### config.mk
export PLATFORM = sky130hd
export DESIGN_NAME = intr_seq
export DESIGN_NICKNAME = d
export VERILOG_FILES = /design/src/rtl/intr_seq_pkg.sv /design/src/rtl/intr_seq_ctrl.sv /design/src/rtl/intr_seq_regs.sv /design/src/rtl/intr_seq_bus.sv /design/src/rtl/intr_seq.sv
export SDC_FILE = /design/constraint.sdc
export NUM_CORES = 1
export LEC_CHECK = 0
export CORE_ASPECT_RATIO = 1.4
export CORE_MARGIN = 2
export CORE_UTILIZATION = 41
export CTS_BUF_LIST = sky130_fd_sc_hd__clkbuf_16
export CTS_CLUSTER_DIAMETER = 80
export DETAILED_ROUTE_END_ITERATION = 12
export HOLD_SLACK_MARGIN = 0.12
export PLACE_DENSITY = 0.77
export RECOVER_POWER = 50
export SLEW_MARGIN = 20
export SYNTH_ARGS = -nofsm -noshare
export SYNTH_HDL_FRONTEND = slang
export SYNTH_SLANG_ARGS = --single-unit
### constraint.sdc
create_clock -name clk -period 2.1 [get_ports clk]
set_input_delay 0.21 -clock clk [delete_from_list [all_inputs] [get_ports clk]]
set_output_delay 0.21 -clock clk [all_outputs]
set_load 0.1 [all_outputs]
### src/rtl/intr_seq_pkg.sv
package intr_seq_pkg;

    localparam int ADDR_W = 16;
    localparam int DATA_W = 8;
    localparam int SP_W   = 8;

    typedef enum logic [3:0] {
        S_IDLE,
        S_PUSH_HI,
        S_PUSH_LO,
        S_PUSH_ST,
        S_VEC_LO,
        S_VEC_HI,
        S_POP_ST,
        S_POP_LO,
        S_POP_HI,
        S_FIN
    } seq_state_e;

    typedef struct packed {
        logic              req;
        logic              we;
        logic [ADDR_W-1:0] addr;
        logic [DATA_W-1:0] wdata;
        logic              sp_we;
        logic [SP_W-1:0]   sp_next;
    } bus_op_t;

    function automatic logic is_push(seq_state_e s);
        return (s == S_PUSH_HI) || (s == S_PUSH_LO) || (s == S_PUSH_ST);
    endfunction

    function automatic logic is_pop(seq_state_e s);
        return (s == S_POP_ST) || (s == S_POP_LO) || (s == S_POP_HI);
    endfunction

endpackage

### src/rtl/intr_seq_ctrl.sv
module intr_seq_ctrl
    import intr_seq_pkg::*;
(
    input  logic       clk,
    input  logic       rst,
    input  logic       instr_end,
    input  logic       irq_pending,
    input  logic       ie,
    input  logic       rti_cmd,
    output seq_state_e state,
    output logic       entering,
    output logic       launch
);

    seq_state_e state_d;
    logic       take_irq;

    assign take_irq = instr_end && irq_pending && ie;
    assign launch   = (state == S_IDLE) && (rti_cmd || take_irq);

    always_comb begin
        state_d = state;
        unique case (state)
            S_IDLE: begin
                if (rti_cmd)       state_d = S_POP_ST;
                else if (take_irq) state_d = S_PUSH_HI;
            end
            S_PUSH_HI: state_d = S_PUSH_LO;
            S_PUSH_LO: state_d = S_PUSH_ST;
            S_PUSH_ST: state_d = S_VEC_LO;
            S_VEC_LO:  state_d = S_VEC_HI;
            S_VEC_HI:  state_d = S_FIN;
            S_POP_ST:  state_d = S_POP_LO;
            S_POP_LO:  state_d = S_POP_HI;
            S_POP_HI:  state_d = S_FIN;
            S_FIN:     state_d = S_IDLE;
            default:   state_d = S_IDLE;
        endcase
    end

    always_ff @(posedge clk) begin
        if (rst) begin
            state    <= S_IDLE;
            entering <= 1'b0;
        end else begin
            state <= state_d;
            if (launch) entering <= !rti_cmd;
        end
    end

    // an entry may only begin after a boundary with an enabled, pending request
    assert_entry_gated_R1: assert property (@(posedge clk) disable iff (rst)
        (state == S_PUSH_HI) |-> $past(instr_end && irq_pending && ie && !rti_cmd));

    // the completion state lasts one cycle and leads back to idle
    assert_fin_to_idle_R6: assert property (@(posedge clk) disable iff (rst)
        (state == S_FIN) |=> (state == S_IDLE));

    // a return command in idle never leads into a push
    assert_rti_priority_R8: assert property (@(posedge clk) disable iff (rst)
        ($past(state == S_IDLE) && $past(rti_cmd)) |-> (state == S_POP_ST));

endmodule

### src/rtl/intr_seq_regs.sv
module intr_seq_regs
    import intr_seq_pkg::*;
(
    input  logic              clk,
    input  logic              rst,
    input  seq_state_e        state,
    input  logic              launch,
    input  logic [ADDR_W-1:0] pc_in,
    input  logic [DATA_W-1:0] status_in,
    input  logic [SP_W-1:0]   sp_in,
    input  logic [DATA_W-1:0] mem_rdata,
    output logic [SP_W-1:0]   sp_q,
    output logic [ADDR_W-1:0] pc_save,
    output logic [DATA_W-1:0] st_save,
    output logic [DATA_W-1:0] byte_lo,
    output logic [DATA_W-1:0] byte_hi
);

    always_ff @(posedge clk) begin
        if (rst) begin
            sp_q    <= '0;
            pc_save <= '0;
            st_save <= '0;
            byte_lo <= '0;
            byte_hi <= '0;
        end else begin
            if (launch) begin
                sp_q    <= sp_in;
                pc_save <= pc_in;
                st_save <= status_in;
            end
            if (is_push(state)) sp_q <= sp_q - 1'b1;
            if (is_pop(state))  sp_q <= sp_q + 1'b1;
            unique case (state)
                S_VEC_LO, S_POP_LO: byte_lo <= mem_rdata;
                S_VEC_HI, S_POP_HI: byte_hi <= mem_rdata;
                S_POP_ST:           st_save <= mem_rdata;
                default: ;
            endcase
        end
    end

endmodule

### src/rtl/intr_seq_bus.sv
module intr_seq_bus
    import intr_seq_pkg::*;
#(
    parameter logic [ADDR_W-SP_W-1:0] STACK_PAGE = 'h01,
    parameter logic [ADDR_W-1:0]      VEC_ADDR   = 16'hFFFE
) (
    input  seq_state_e        state,
    input  logic [SP_W-1:0]   sp_q,
    input  logic [ADDR_W-1:0] pc_save,
    input  logic [DATA_W-1:0] st_save,
    output bus_op_t           op
);

    logic [SP_W-1:0] sp_dec;
    logic [SP_W-1:0] sp_inc;

    assign sp_dec = sp_q - 1'b1;
    assign sp_inc = sp_q + 1'b1;

    always_comb begin
        op = '0;
        if (is_push(state)) begin
            op.req     = 1'b1;
            op.we      = 1'b1;
            op.addr    = {STACK_PAGE, sp_dec};
            op.sp_we   = 1'b1;
            op.sp_next = sp_dec;
        end
        if (is_pop(state)) begin
            op.req     = 1'b1;
            op.addr    = {STACK_PAGE, sp_q};
            op.sp_we   = 1'b1;
            op.sp_next = sp_inc;
        end
        unique case (state)
            S_PUSH_HI: op.wdata = pc_save[ADDR_W-1 -: DATA_W];
            S_PUSH_LO: op.wdata = pc_save[DATA_W-1:0];
            S_PUSH_ST: op.wdata = st_save;
            S_VEC_LO: begin
                op.req  = 1'b1;
                op.addr = VEC_ADDR;
            end
            S_VEC_HI: begin
                op.req  = 1'b1;
                op.addr = VEC_ADDR + 1'b1;
            end
            default: ;
        endcase
    end

endmodule

### src/rtl/intr_seq.sv
module intr_seq
    import intr_seq_pkg::*;
#(
    parameter logic [ADDR_W-SP_W-1:0] STACK_PAGE = 'h01,
    parameter logic [ADDR_W-1:0]      VEC_ADDR   = 16'hFFFE,
    parameter int                     IE_BIT     = 7
) (
    input  logic              clk,
    input  logic              rst,
    input  logic              instr_end,
    input  logic              irq_pending,
    input  logic              rti_cmd,
    input  logic [ADDR_W-1:0] pc_in,
    input  logic [DATA_W-1:0] status_in,
    input  logic [SP_W-1:0]   sp_in,
    input  logic [DATA_W-1:0] mem_rdata,
    output logic              mem_req,
    output logic              mem_we,
    output logic [ADDR_W-1:0] mem_addr,
    output logic [DATA_W-1:0] mem_wdata,
    output logic              sp_we,
    output logic [SP_W-1:0]   sp_wdata,
    output logic              pc_we,
    output logic [ADDR_W-1:0] pc_wdata,
    output logic              st_we,
    output logic [DATA_W-1:0] st_wdata,
    output logic              irq_ack,
    output logic              done,
    output logic              busy
);

    localparam logic [DATA_W-1:0] IE_MASK = DATA_W'(1) << IE_BIT;

    seq_state_e        state;
    logic              entering;
    logic              launch;
    logic [SP_W-1:0]   sp_q;
    logic [ADDR_W-1:0] pc_save;
    logic [DATA_W-1:0] st_save;
    logic [DATA_W-1:0] byte_lo;
    logic [DATA_W-1:0] byte_hi;
    bus_op_t           op;

    intr_seq_ctrl u_ctrl (
        .clk        (clk),
        .rst        (rst),
        .instr_end  (instr_end),
        .irq_pending(irq_pending),
        .ie         (status_in[IE_BIT]),
        .rti_cmd    (rti_cmd),
        .state      (state),
        .entering   (entering),
        .launch     (launch)
    );

    intr_seq_regs u_regs (
        .clk      (clk),
        .rst      (rst),
        .state    (state),
        .launch   (launch),
        .pc_in    (pc_in),
        .status_in(status_in),
        .sp_in    (sp_in),
        .mem_rdata(mem_rdata),
        .sp_q     (sp_q),
        .pc_save  (pc_save),
        .st_save  (st_save),
        .byte_lo  (byte_lo),
        .byte_hi  (byte_hi)
    );

    intr_seq_bus #(
        .STACK_PAGE(STACK_PAGE),
        .VEC_ADDR  (VEC_ADDR)
    ) u_bus (
        .state  (state),
        .sp_q   (sp_q),
        .pc_save(pc_save),
        .st_save(st_save),
        .op     (op)
    );

    assign mem_req   = op.req;
    assign mem_we    = op.we;
    assign mem_addr  = op.addr;
    assign mem_wdata = op.wdata;
    assign sp_we     = op.sp_we;
    assign sp_wdata  = op.sp_next;

    assign done      = (state == S_FIN);
    assign pc_we     = done;
    assign st_we     = done;
    assign pc_wdata  = {byte_hi, byte_lo};
    assign st_wdata  = entering ? (st_save & ~IE_MASK) : st_save;
    assign irq_ack   = (state == S_PUSH_HI);
    assign busy      = (state != S_IDLE);

    // every write lands in the stack page at the freshly decremented pointer
    assert_push_addr_R2: assert property (@(posedge clk) disable iff (rst)
        mem_we |-> (mem_req && sp_we && mem_addr == {STACK_PAGE, sp_wdata}));

    // an entry never loads a status with interrupts enabled
    assert_entry_ie_off_R4: assert property (@(posedge clk) disable iff (rst)
        (st_we && entering) |-> !st_wdata[IE_BIT]);

    // completion is a single-cycle pulse
    assert_done_pulse_R6: assert property (@(posedge clk) disable iff (rst)
        done |=> !done);

    // no bus or register traffic while idle
    assert_idle_quiet_R10: assert property (@(posedge clk) disable iff (rst)
        !busy |-> !(mem_req || pc_we || st_we || sp_we || irq_ack));

endmodule

==> results, run 1 <==
- The end point of the most critical hold path is u_regs.pc_save[13].
- After detailed routing, the number of vias per cell comes to 5.55.
- The count of inserted antenna diode cells is 0.
- The clock tree buffer depth is 2.
- The global-route track usage on met1 is 27.3%.
- The number of max-slew violations in the final report is 0.
- Global routing used just under 50% of the available met2 tracks.
- The Yosys step of the flow raised 0 warnings.
- Once detail routing completed, the nets flagged for antenna violations numbered 0.
- The effective utilization at floorplan is 42.8%.
- The slack of the worst reg-to-reg path is -110 ps.
- Synthesis instantiated between 50 and 60 different standard cells from the library.
- Sequential cells were found to cover about a third of the synthesized design area.
- Pin placement for this block handled 109 I/O pins.
- The number of vias after detailed routing is ~3400.
- The sum of overflow across all layers after global routing is 0.
- Counting the fill cells in the layout gives about 530.
- The final critical path takes up 111% of the cycle.
- The worst register-to-register path has a depth of 8.
- The die width is 76.4 um.
- The checks that failed: setup timing.
- The net count of the finished layout is between 500 and 600.
- The hold buffer count at CTS is 0.
- CTS saw 53 sinks.
- The sum of net half-perimeters after detailed placement is between 7 and 8 mm.
- Across every metal layer, demand over resource in global routing totals between 20 and 30%.
- The residual DRC count is 0.
- In this run, CTS created clock tree buffers numbering 5.
- The main flop type after synthesis is sky130_fd_sc_hd__dfxtp_1.
- The count of final hold-check violations is 0.
- In this run the cell area of the synthesized design comes to between 3000 and 4000 sq um.
- The number of enable-type register cells in the synthesized netlist is 0.
- The most frequent standard cell in the layout excluding fill and tap cells is sky130_fd_sc_hd__nand2_1.
- The launch point of the worst reg-to-reg path is u_ctrl.state[3].
- Across all setup checks in the final design, the least slack found is -241 ps.
- In the global route stage, met3 resource usage came out at 4.97%.
- The data required time of the worst path is between 1500 and 2000 ps.
- For this run, the detailed router's first-pass iteration total came to 5.
- The aggregate routed wire length is between 10 and 15 mm.
- The origin of the worst min-delay path is u_regs.pc_save[13].
- The final design utilization is about three quarters.
- STA classifies the critical path endpoint as a primary output.
- The library cell used as clock root buffer is sky130_fd_sc_hd__clkbuf_16.
- The number of global-route vias before repair is approximately 3400.
- The total die area is around 8000 sq um.
- The maximum fanout along the worst path is 4.
- Row generation in the floorplan step produced 36 rows.
- In the layout the commonest cells are sky130_fd_sc_hd__nand2_1, sky130_fd_sc_hd__buf_4, sky130_fd_sc_hd__dfxtp_1.
- The worst min-delay path category is reg -> reg.
- The hold-critical path depth is 2.
- The synthesized area per cell is approximately 8 sq um.
- Static timing analysis puts the maximum clock frequency at 427 MHz.
- TritonCTS built the clock tree.
- STA classifies the critical path startpoint as a flip-flop.
- At the pin with the least slew margin, the transition time is 1200 ps.
- The shortest period the worst path allows is approximately 2300 ps.
- The number of standard cells after synthesis is around 380.
- In this run the number of H-tree levels came out at 2.
- The die extent in y is roughly 110 um.
- Setup repair after global routing could not meet its margin everywhere.
- The average wire per standard cell is ~18 um.
- The total of endpoints with negative setup slack in the final report is 48.
- The relative area change from synthesis to final layout is 72.7%.
- For the worst-skew pair, the clock arrives at the later sink with an insertion delay of approximately 290 ps.
- The area of the core is between 7000 and 8000 sq um.
- The post-synthesis register bit count is 53.
- The proportion of register bits with asynchronous set or reset after synthesis is 0%.
- The total of max-cap violations is 0.
- The worst register-to-register path ends at u_regs.pc_save[9].
- Of the cells placed in the final design, the portion with a size suffix greater than 1 is a little over a third.
- The first global-routing pass estimated about 17 mm of wire.
- Counting every net in the synthesized netlist gives about 420.
- The register clock-pin slew on the reported worst setup and hold paths is around 70 ps.
- The data arrival at the endpoint of the critical path is ~2100 ps.
- The flow ran to the end, but the final reports show violations.
- Measured against its own limit, the worst slew margin works out to 20.2%.
- The busiest layer in global routing is met2.
- The congestion estimate from routability-driven global placement came to ~0.94.
- The first-iteration detailed-routing DRC count is 271.
- Entering global routing, the biggest net connects 27 pins.
- On the final layout, the worst clock skew is roughly 5.1 ps.
- The quantity of I/O buffers inserted on ports is approximately 110.
- The number of antenna violations at the first check in global routing was 0.
- The critical path start-end classification is reg -> out.
-- cells in the mapped netlist (all sizes together) (6+ instances only) --
cell type / instances / area (sq um)
dfxtp: 53 / 1060
nor2: 47 / 176
nor3: 8 / 51.3
a311oi: 8 / 70.1
o221a: 7 / 78.8
mux2i: 16 / 160
nand2: 57 / 214
clkbuf: 18 / 67.6
buf: 27 / 179
o21a: 8 / 60.1
nor2b: 6 / 37.5
mux2: 8 / 90.1
a22oi: 10 / 75.1
a21oi: 27 / 146
inv: 8 / 30.0
o21ai: 9 / 45.0
-- how the worst max path moves through the flow --
stage	from	endpoint	slack [ps]	depth (start not counted)
3_3_place_gp	u_regs.sp_q[1]	mem_addr[6]	50	7
6_report	u_regs.sp_q[1]	mem_addr[6]	-240	7
5_1_grt	u_regs.sp_q[1]	mem_addr[6]	-290	7
3_5_place_dp	u_regs.sp_q[0]	mem_addr[6]	9	7
2_1_floorplan	u_regs.sp_q[0]	u_regs.sp_q[6]	-930	8
4_1_cts	u_regs.sp_q[1]	mem_addr[6]	-200	7
-- worst max-delay path, cell delays in order (launching register included) --
cell	delay [ps]
sky130_fd_sc_hd__dfxtp_4	360
sky130_fd_sc_hd__inv_4	60
sky130_fd_sc_hd__ha_4	130
sky130_fd_sc_hd__or4b_4	480
sky130_fd_sc_hd__nor2_2	120
sky130_fd_sc_hd__o21ai_1	100
sky130_fd_sc_hd__a221o_4	400
sky130_fd_sc_hd__buf_12	170
-- layout make-up --
cell class / count / area [sq um] / area share [%]
clock inverter: 3 / 50.0 / 0.964
multi-input combinational: 269 / 1950 / 37.6
tap: 95 / 119 / 2.29
sequential: 53 / 1070 / 20.7
clock buffer: 5 / 125 / 2.41
timing repair buffer: 171 / 1810 / 34.8
inverter: 9 / 61.3 / 1.18
-- through the flow --
step           area (sq um)  hold slack (ps)  instances  worst slack [ps]  TNS (ps)
2_1_floorplan          3260              309        375              -931     -9630
3_3_place_gp           4810              440        574              46.1         0
3_5_place_dp           4810              447        574              8.76         0
4_1_cts                5180              458        597              -203     -1210
5_1_grt                5190              474        605              -285     -8940
6_report               5190              459        605              -241     -3640
-- layer usage --
metal  up-vias  share of wire, %
met3        32               5.8
met1      1591                36
li1       1590                 -
met4         0               3.1
met2       145                55
met5         -                 0
-- what timing repair did --
item,4_1_cts,5_1_grt
setup endpoints to repair,22,41
cloned,1,0
pin swaps,14,11
buffers inserted,14,9
endpoints found under the hold margin,0,0
gates resized for setup,34,22
-- state kept, by name, summed over array words and instances (netlist names) --
| name | count |
|---|---|
| u_regs.pc_save | 16 |
| u_regs.byte_hi | 8 |
| u_regs.byte_lo | 8 |
| u_regs.sp_q | 8 |
| u_regs.st_save | 8 |
| u_ctrl.state | 4 |
| u_ctrl.entering | 1 |
-- kinds of logic after synthesis --
group	after synthesis	share of synthesized area, %
AND/OR/NAND/NOR	146	23.0
flip-flops	53	35.3
AO/OA/AOI/OAI	94	22.6
buffers and inverters	54	9.33
adder cells (fa/ha/maj)	2	0.833
XOR/XNOR	2	0.583
multiplexers	24	8.33
Power of run 1 is left out: the tool's default activity adds up to more than one toggle a clock period on the data nets, which glitch-free logic cannot reach.
==> run 2, diff against run 1 <==
--- a/config.mk
+++ b/config.mk
@@ -14,6 +14,7 @@
 export HOLD_SLACK_MARGIN = 0.12
 export PLACE_DENSITY = 0.77
 export RECOVER_POWER = 50
+export SKIP_CTS_REPAIR_TIMING = 1
 export SLEW_MARGIN = 20
 export SYNTH_ARGS = -nofsm -noshare
 export SYNTH_HDL_FRONTEND = slang
==> run 2 against run 1 <==
The run still ends with setup timing left. Via count is 2.9% lower. Final area is 1.9% lower. Fmax is 0.42% higher. First-iteration DRC count is 9.6% lower. Setup slack better by 9.8 ps. Die area stayed put. Largest cell class unchanged. Non-clock buffer count is 6 lower. Register-to-register slack worse by 40 ps. Core utilization is 1.4 points lower. Clock skew is 2.5 ps higher.
==> results, run 2 (synthesis gave the netlist of run 1 again) <==
- The number of cells traversed by the worst register-to-register path is 8 (unchanged).
- The flip-flop count of the largest register after layout came to 16 (unchanged).
- The die width is 76.4 um (unchanged).
- RSZ-0062 raised after global routing: yes (unchanged).
- The number of placement rows is 36 (unchanged).
- The total clock buffers created by CTS was 5 (unchanged).
- The most frequent standard cell in the layout excluding fill and tap cells is sky130_fd_sc_hd__nand2_1 (unchanged).
- The sink count of the clock tree is 53 (unchanged).
- Commonest cells after routing, fill and taps aside: sky130_fd_sc_hd__nand2_1, sky130_fd_sc_hd__dfxtp_1, sky130_fd_sc_hd__clkdlybuf4s50_1 (was sky130_fd_sc_hd__nand2_1, sky130_fd_sc_hd__buf_4, sky130_fd_sc_hd__dfxtp_1).
- The hold-critical path depth is 3 (was 2).
- The pin count of the biggest net entering global routing is 27 (unchanged).
- The first-pass GRT wire length is 15.7 mm (was 16.9 mm).
- The residual DRC count is 0 (unchanged).
- The sum of net half-perimeters after detailed placement was 7.34 mm (unchanged).
- The maximum fanout along the worst path is 4 (unchanged).
- The clock skew is 7.55 ps (was 5.07 ps).
- The nature of the critical path startpoint is a flip-flop (unchanged).
- The aggregate global-route resource usage was 23.7% (was 25.5%).
- The total die area is 8040 sq um (unchanged).
- The critical path start-end classification is reg -> out (unchanged).
- The top register by number of flip-flops is u_regs.pc_save (unchanged).
- The end point of the most critical hold path is u_regs.pc_save[2] (was u_regs.pc_save[13]).
- The register clock-pin slew on the reported worst setup and hold paths is 80 ps (was 70 ps).
- The worst min-delay path category was in -> reg (was reg -> reg).
- The total of max-cap violations was 0 (unchanged).
- The slew at the pin closest to its max-slew limit is 1200 ps (about the same).
- The top-level port count is 109 (unchanged).
- The number of vias after detailed routing is 3259 (was 3358).
- The net count of the finished layout was 549 (was 556).
- The slack of the worst reg-to-reg path came to -150 ps (was -110 ps).
- The aggregate routed wire length is 10.3 mm (was 10.6 mm).
- The summed negative setup slack over all endpoints is -5360 ps (was -3640 ps).
- Outcome: finished with violations (unchanged).
- The average wire per standard cell came to 17.2 um (was 17.5 um).
- The count of final hold-check violations was 0 (unchanged).
- The maximum level of the CTS H-tree is 2 (unchanged).
- The worst-case headroom to the max-slew limit came to 20.6% (was 20.2%).
- The count of inserted antenna diode cells came to 0 (unchanged).
- The reg-to-reg critical path endpoint is u_regs.pc_save[9] (unchanged).
- The sum of overflow across all layers after global routing is 0 (unchanged).
- The quantity of I/O buffers inserted on ports is 108 (unchanged).
- The first-iteration detailed-routing DRC count is 245 (was 271).
- The number of max-slew violations in the final report is 0 (unchanged).
- The relative area change from synthesis to final layout was 69.4% (was 72.7%).
- The area of the core is 7030 sq um (unchanged).
- The origin of the worst min-delay path was pc_in[2] (was u_regs.pc_save[13]).
- The total of endpoints with negative setup slack in the final report is 51 (was 48).
- The launch point of the worst reg-to-reg path is u_ctrl.state[1] (was u_ctrl.state[3]).
- The number of antenna violations at the first check in global routing is 0 (unchanged).
- The clock latency on the worst-skew pair was 300 ps (was 290 ps).
- The number of fill cells in the layout is 534 (was 525).
- The number of vias per cell is 5.45 (was 5.55).
- The final estimated routing congestion in global placement is 0.945 (unchanged).
- The part of the cycle the worst path needs is 111% (about the same).
- The CTS tree is built (unchanged).
- The maximum clock rate is 429 MHz (was 427 MHz).
- The shortest period the worst path allows came to 2330 ps (was 2340 ps).
- The library cell used as clock root buffer is sky130_fd_sc_hd__clkbuf_16 (unchanged).
- The area taken by multi-input logic gates is 1900 sq um (was 1950 sq um).
- The data arrival at the endpoint of the critical path is 2120 ps (was 2130 ps).
- The number of global-route vias before repair is 3239 (was 3438).
- The area used by sequential logic in the layout is 1080 sq um (was 1070 sq um).
- The data required time of the worst path came to 1890 ps (about the same).
- The category of the worst setup path capture point is a primary output (unchanged).
- The antenna violation net count after detailed routing came to 0 (unchanged).
- The share of post-route cells with drive strength above 1 is 34.2% (was 36.7%).
- The effective utilization at floorplan came to 42.8% (unchanged).
- The die extent in y was 105 um (unchanged).
- The clock tree buffer depth is 2 (unchanged).
- The worst setup slack after layout is -231 ps (was -241 ps).
- The number of search-and-repair iterations in the first detailed-routing pass is 4 (was 5).
- Failing checks: setup timing (unchanged).
==> run 2: worst max-delay path, cell delays in order (launching register included) <==
cell and delay (ps):
sky130_fd_sc_hd__dfxtp_4 370, sky130_fd_sc_hd__inv_4 70, sky130_fd_sc_hd__ha_4 140, sky130_fd_sc_hd__or4b_4 490, sky130_fd_sc_hd__nor2_4 120, sky130_fd_sc_hd__o21ai_2 70
sky130_fd_sc_hd__a221o_4 400, sky130_fd_sc_hd__buf_12 170
==> run 2: metrics by stage <==
step,worst slack [ps],instances,hold slack (ps),util [%],cell area (sq um)
after floorplan,-931,375,309,-,3260
after global placement,46.1,574,440,68.4,4810
after detailed placement,8.76,574,447,68.4,4810
after CTS,-321,582,458,70.9,4980
after global routing,-276,598,475,72.5,5090
final,-231,598,459,72.5,5090
==> run 2: layer usage <==
layer	GRT usage (%)	part of all wire, %	up-vias
li1	-	-	1564
met1	26.4	37	1529
met3	4.45	5.5	31
met4	9.87	3.5	0
met2	43.6	54	135
met5	0	0	-
==> run 2: worst max-delay path by stage <==
stage,depth (start not counted),slack [ps],endpoint,start
after detailed placement,7,9,mem_addr[6],u_regs.sp_q[0]
after CTS,7,-320,mem_addr[6],u_regs.sp_q[1]
after global placement,7,50,mem_addr[6],u_regs.sp_q[1]
final,7,-230,mem_addr[6],u_regs.sp_q[1]
after global routing,7,-280,mem_addr[6],u_regs.sp_q[1]
after floorplan,8,-930,u_regs.sp_q[6],u_regs.sp_q[0]
==> run 2: cell type report <==
class	instances	area share, %
Clock buffer	5	2.46
Multi-Input combinational cell	268	37.3
Inverter	9	1.20
Clock inverter	3	0.983
Tap cell	95	2.33
Sequential cell	53	21.2
Timing Repair Buffer	165	34.5
Power of run 2 is left out for the same reason.
